===== src/rtl/ta_pkg.sv =====
package ta_pkg;

  typedef enum logic {
    KS_IDLE  = 1'b0,
    KS_ARMED = 1'b1
  } key_state_e;

  // Window counter update: restart beats everything, then a fresh unlock,
  // then consumption by a guarded write, then the plain countdown.
  function automatic logic [7:0] ta_next_count(
    input logic [7:0] cnt,
    input logic       kill,
    input logic       load,
    input logic       used,
    input logic [7:0] max_cnt
  );
    if (kill)            return 8'd0;
    else if (load)       return max_cnt;
    else if (used)       return 8'd0;
    else if (cnt != 8'd0) return cnt - 8'd1;
    else                 return 8'd0;
  endfunction

  // Write qualifier: unguarded writes pass, guarded ones need the window.
  function automatic logic ta_grant(
    input logic en,
    input logic prot,
    input logic open_now
  );
    return en && (!prot || open_now);
  endfunction

endpackage


===== src/rtl/ta_key_seq.sv =====
module ta_key_seq
  import ta_pkg::*;
#(
  parameter int          ADDR_W     = 8,
  parameter int          DATA_W     = 8,
  parameter logic [ADDR_W-1:0] KEY_ADDR   = 8'hC7,
  parameter logic [DATA_W-1:0] KEY_FIRST  = 8'hAA,
  parameter logic [DATA_W-1:0] KEY_SECOND = 8'h55
) (
  input  logic              clk,
  input  logic              rst_n,
  input  logic              wr_en,
  input  logic [ADDR_W-1:0] wr_addr,
  input  logic [DATA_W-1:0] wr_data,
  output logic              restart_evt,
  output logic              unlock_evt
);

  key_state_e state_q, state_d;
  logic       key_wr;

  assign key_wr      = wr_en && (wr_addr == KEY_ADDR);
  assign restart_evt = key_wr && (wr_data == KEY_FIRST);
  assign unlock_evt  = (state_q == KS_ARMED) && key_wr && (wr_data == KEY_SECOND);

  always_comb begin
    state_d = state_q;
    if (restart_evt)  state_d = KS_ARMED;
    else if (wr_en)   state_d = KS_IDLE;
  end

  always_ff @(posedge clk) begin
    if (!rst_n) state_q <= KS_IDLE;
    else        state_q <= state_d;
  end

endmodule


===== src/rtl/ta_win_timer.sv =====
module ta_win_timer
  import ta_pkg::*;
#(
  parameter int WIN_CYCLES = 3
) (
  input  logic clk,
  input  logic rst_n,
  input  logic kill,
  input  logic load,
  input  logic used,
  output logic open_now
);

  localparam logic [7:0] MAX_CNT = 8'(WIN_CYCLES);

  logic [7:0] cnt_q;

  assign open_now = (cnt_q != 8'd0);

  always_ff @(posedge clk) begin
    if (!rst_n) cnt_q <= 8'd0;
    else        cnt_q <= ta_next_count(cnt_q, kill, load, used, MAX_CNT);
  end

endmodule


===== src/rtl/ta_guard.sv =====
module ta_guard
  import ta_pkg::*;
#(
  parameter int ADDR_W     = 8,
  parameter int DATA_W     = 8,
  parameter int WIN_CYCLES = 3
) (
  input  logic              clk,
  input  logic              rst_n,
  input  logic              wr_en,
  input  logic [ADDR_W-1:0] wr_addr,
  input  logic [DATA_W-1:0] wr_data,
  input  logic              wr_prot,
  output logic              wr_allow,
  output logic              win_open
);

  logic restart_evt;
  logic unlock_evt;
  logic prot_used;

  ta_key_seq #(
    .ADDR_W (ADDR_W),
    .DATA_W (DATA_W)
  ) u_seq (
    .clk         (clk),
    .rst_n       (rst_n),
    .wr_en       (wr_en),
    .wr_addr     (wr_addr),
    .wr_data     (wr_data),
    .restart_evt (restart_evt),
    .unlock_evt  (unlock_evt)
  );

  assign prot_used = wr_en && wr_prot && win_open;

  ta_win_timer #(
    .WIN_CYCLES (WIN_CYCLES)
  ) u_win (
    .clk      (clk),
    .rst_n    (rst_n),
    .kill     (restart_evt),
    .load     (unlock_evt),
    .used     (prot_used),
    .open_now (win_open)
  );

  assign wr_allow = ta_grant(wr_en, wr_prot, win_open);

endmodule


===== config.mk =====
export PLATFORM = sky130hd
export DESIGN_NAME = ta_guard
export DESIGN_NICKNAME = d
export VERILOG_FILES = /design/src/rtl/ta_pkg.sv /design/src/rtl/ta_key_seq.sv /design/src/rtl/ta_win_timer.sv /design/src/rtl/ta_guard.sv
export SDC_FILE = /design/constraint.sdc
export NUM_CORES = 1
export LEC_CHECK = 0
export CAP_MARGIN = 20
export CORE_AREA = 4 4 41 43
export CTS_CLUSTER_SIZE = 30
export DETAILED_ROUTE_END_ITERATION = 7
export DIE_AREA = 0 0 45 47
export DONT_BUFFER_PORTS = 1
export PLACE_DENSITY = 0.64
export SYNTH_ARGS = -nofsm -noshare
export SYNTH_HDL_FRONTEND = slang
export SYNTH_SLANG_ARGS = --single-unit

===== constraint.sdc =====
create_clock -name clk -period 2.79 [get_ports clk]
set_input_delay 0.279 -clock clk [delete_from_list [all_inputs] [get_ports clk]]
set_output_delay 0.279 -clock clk [all_outputs]
set_load 0.01 [all_outputs]

[Word level (Yosys, flattened, before mapping)]
Index checks and enable logic that the tools add are counted.
Storage, ports and cells
  bits in registers: 9
  input port bits: 20
  output and inout port bits: 2
  word-level logic and storage cells: 27
Operators by class
  $add $sub $neg: 1
  equal/unequal tests: 3
  mux-type cells: 5
  bitwise operators: 2
  reductions and logical operators: 13
Operators by type and width (count)
  $eq 8x8->1 const B: 2
  $eq 8x7->1 const B: 1
  $reduce_bool 8->1: 1
  $sub 8x1->8 const B: 1
  $logic_and 1x1->1: 7
  $mux 2: 3
  $reduce_or 5->1: 1
  $mux 1: 2
  $not 1->1: 2
  $reduce_bool 2->1: 1
  $reduce_or 2->1: 1
  $logic_not 1->1: 1
  $logic_or 1x1->1: 1

[Depth between registers and ports, before layout]
  depth after elaboration: 5
  depth in mapped cells: 6
  gate-level depth less buffers: 6

[By module]
A second synthesis with hierarchy kept.
Unflattened totals
  cells, all modules: 64
  area, all modules: 550.5 um^2
Modules (own cells, without submodules)
  ta_win_timer: instances 1, cells an instance 45, area each 401.6 um^2
  ta_key_seq: instances 1, cells an instance 16, area each 130.1 um^2
  ta_guard: instances 1, cells an instance 3, area each 18.8 um^2

[Worst setup path before layout]
No wires, ideal clock.
  kind: reg2reg
  start: reg u_win.cnt_q[0]
  end: reg u_win.cnt_q[6]
  data arrival time: 1.243 ns
  slack: 1.421 ns
  cell stages (with the launch flop): 7
  buffers on the path: 0
  path through: dfxtp_1 -> inv_1 -> ha_1 -> or3b_4 -> nor3_4 -> xnor2_1 -> nor4_2
On the way
  cells in the longest elaborated chain, start to end: 3
  elaborated cells on any way between the ends: 5
  those cells by class: add/sub (1); bitwise (1); reduce/logical (3)
Ends and longest elaborated chain
  start: declaration: RTL line ta_win_timer.sv:16  | logic [7:0] cnt_q;
  start signal: assignment: RTL line ta_win_timer.sv:22  | else cnt_q <= ta_next_count(cnt_q, kill, load, used, MAX_CNT);
  parallel branches: the longest is 3 deep, another holds $sub 8x1->8
Several ways; the timed one is not identified.
A chain may end at the register's enable or synchronous reset.

[Worst setup path in the final report]
  start: reg u_win.cnt_q[0]
  end: out wr_allow
On the way
  cells in the longest elaborated chain, start to end: 3
Ends and longest elaborated chain
  $reduce_bool 8->1: RTL line ta_win_timer.sv:18  | assign open_now = (cnt_q != 8'd0);
  $logic_or 1x1->1: RTL line ta_pkg.sv:30  | return en && (!prot || open_now);
  $logic_and 1x1->1: RTL line ta_pkg.sv:30
  end: declaration: RTL line ta_guard.sv:14  | output logic wr_allow,
No other way between the ends.

==> summary.md <==
| Metric | Value |
|---|---|
| Busiest metal layer after global routing | met2 |
| Synth cell types | 28 |
| Post-Place Cells | 68 |
| Most frequent cell after synthesis | dfxtp_1 |
| Sequence of cells on the critical path | inv_1 -> ha_1 -> nor3b_1 -> a31oi_1 |
| Met2 Use GR | 18.1% |
| Grt met1 use | roughly 14% |
| Sequential element share of the synthesized area | a little under a third |
| First-pass GRT wire length | 1.70 mm |
| Syn-to-layout area delta | 7.78% |
| Met3 usage | under 10% |
| Post-CTS Hold Fix Bufs | 0 |
| Vias | roughly 400 |
| Fillcell total | 137 |
| Setup violators final | 0 |
| Root buffer cell | clkbuf_4 |
| Storage cell area | 180 um^2 |
| Setup WS pre-CTS | between 1 and 1.5 ns |
| Worst-Margin Slew | 0.401 ns |
| Core Util, Final | about 48% |
| Dominant cell type by area after synthesis | dfxtp_1 |
| Die Span Y | between 40 and 50 um |
| Die footprint | about 2100 um^2 |
| Final nets | 80 |
| Final hold violations | 0 |
| Max Slew Vio Count | 0 |
| Leak | 0.237 nW |
| DRT iter0 DRCs | 3 |
| # diodes | 0 |
| Setup TNS Final | 0 ns |
| Layout Cells excl Fill | 72 |
| # clock sinks | 9 |
| Cts bufs inserted | 3 |
| Post-route ant nets | 0 |
| Wirelength, routed | 1.06 mm |
| Main synth FF type | dfxtp_1 |
| Syn_nets | 75 |
| Wire per inst | 14.7 um |
| Crit path time final | 1.66 ns |
| Core region area | 1300 um^2 |
| Worst Path Class, Setup | reg2out |
| Largest net degree at the start of global routing | 9 |
| Vias in the first global route | 382 |
| GR Overflow Total | 0 |
| Worst hold path type | in2reg |
| CP required | 2.51 ns |
| Die Wd | 45 um |
| Max incr delay on CP | 0.36 ns |
| Post-Synthesis Cells | 53 |
| Critical Path Start Type | flop |
| CTS clock-pin slew for the worst setup and hold paths | ~0.06 ns |
| Slowest CP cell | nor3b_1 |
| Initial Utilization | 44.5% |
| RSZ-0062 raised after global routing | false |
| All-Layer GR Usage | about an eighth |
| Synthesized flop and latch total | 9 |
| Worst setup margin | 1.13 ns |
| # rows | 13 |
| H-tree depth | 1 |
| Critical Path Sink Type | output pin |
| Layout cells sized above 1 | 24.6% |
| Worst-case clock buffer depth | 2 |
| Maxcap violations | 0 |
| Critical Path Fanout Max | 3 |
| Vias per inst | 5.67 |
| Synth Warn # | 0 |
| Area share of the largest cell type after synthesis | 31.1% |
| Drt drc | 0 |
| Worst path arrival time | 1.38 ns |
| Mapped Avg Cell Area | between 10 and 15 um^2 |
| TritonCTS clock tree | done |
| IR drop worst, VDD | around 570 uV |
| Status | finished clean |
| Clock skew | 0.000403 ns |
| I/O pin total | 22 |
| Multi-input logic area | slightly below 400 um^2 |
| Largest cells by area after synthesis | dfxtp_1 (31%), xnor2_1 (6.0%), nor4bb_1 (5.2%), ha_1 (4.3%), nor4_1 (4.3%) |
| Mapped cell area | between 500 and 600 um^2 |
| Routability Congestion | 0.724 |
| Resize count post-CTS | 0 |
| Worst-Skew Late Latency | ~0.25 ns |
| Initial antenna violation count | 0 |
| Total iterations of the first detailed-routing run | 2 |
| Final Cycle Share | 59.3% |
| Port bufs | 0 |
| Slew margin rel. | 73.2% |
| Top cells by count, synth | dfxtp_1 (9), nor4_1 (4), xnor2_1 (4) |
| Achievable clock frequency | 604 MHz |
| Pwr dens | slightly below 1000 nW/um^2 |
| Post-synth ARST share | 0% |
| Post-synth EDFFs | 0 |
| Post-CTS setup buffer count | 0 |
## worst max-delay path, delay by kind of cell (launching register included)
family                     cells  cell delay (ns)
buffers and inverters          1             0.08
DFF                            1             0.33
AOI/OAI and AO/OA              1             0.22
adders and majority gates      1             0.14
and+or+nand+nor                1             0.36
## sequential cells by signal, indices dropped and copies added (netlist names)
signal         flops
u_win.cnt_q        8
u_seq.state_q      1
## layer usage
metal  share of wire [%]  wire, um
met3                 6.7        71
met2                  46       491
met5                   0         0
met1                  45       477
met4                 1.6        17
## placed cells by master, fill, tap and decap left out, drive strengths merged
cell type and n:
o21ai 1, nor3b 3, inv 3, a31oi 1, or3b 1, ha 2, and3b 1, dfxtp 9
o22a 1, clkbuf 4, and2 1, xor2 2, nor2 3, o21ba 1, nor4 7, nor3 2
nor4bb 3, xnor2 4, nand4 2, a22o 1, o2bb2ai 1, and4bb 1, nand2 3
## path summary, 6_finish.rpt
check,start,endpoint,slack (ns),cells after the start
worst max-delay path,u_win.cnt_q[0]$_SDFF_PP0_,wr_allow,1.13,4
worst min-delay path,rst_n,u_seq.state_q$_SDFFE_PN0P_,0.16,1
worst min register to register,u_win.cnt_q[0]$_SDFF_PP0_,u_win.cnt_q[0]$_SDFF_PP0_,0.57,2
worst max register to register,u_win.cnt_q[0]$_SDFF_PP0_,u_win.cnt_q[4]$_SDFF_PP0_,1.33,5
## where the power goes
| part | internal, mW | switching, mW | leakage (nW) | total, mW |
|---|---|---|---|---|
| sequential | 0.162 | 0.0415 | 0.0739 | 0.204 |
| clock | 0.0549 | 0.0415 | 0.0150 | 0.0963 |
| combinational | 0.164 | 0.154 | 0.148 | 0.318 |
## kinds of logic (layout without fill, tap and decap cells)
family                   count (synthesis)  count (layout)  share of synthesized area (%)
AO/OA/AOI/OAI                            6               6                           11.7
XOR/XNOR                                 6               6                           9.07
adder cells (fa/ha/maj)                  2               2                           4.32
buffers and inverters                    3               7                           1.94
flip-flops                               9               9                           31.1
AND/OR/NAND/NOR                         27              27                           41.9
## final cells by class
class | instances | share of cell area (%)
multi-input cells | 41 | 62.1
flip-flops and latches | 9 | 28.9
clock buffers | 4 | 4.21
well taps | 15 | 3.01
inverters | 3 | 1.80
## metrics by stage
stage	power (mW)	area, um^2	hold slack (ns)
after floorplan	0.480	579	0.401
after global placement	0.526	598	0.403
after detailed placement	0.525	598	0.423
after CTS	0.627	624	0.156
after global routing	0.668	624	0.151
final	0.618	624	0.159
Power figures use the tool's default switching activity.
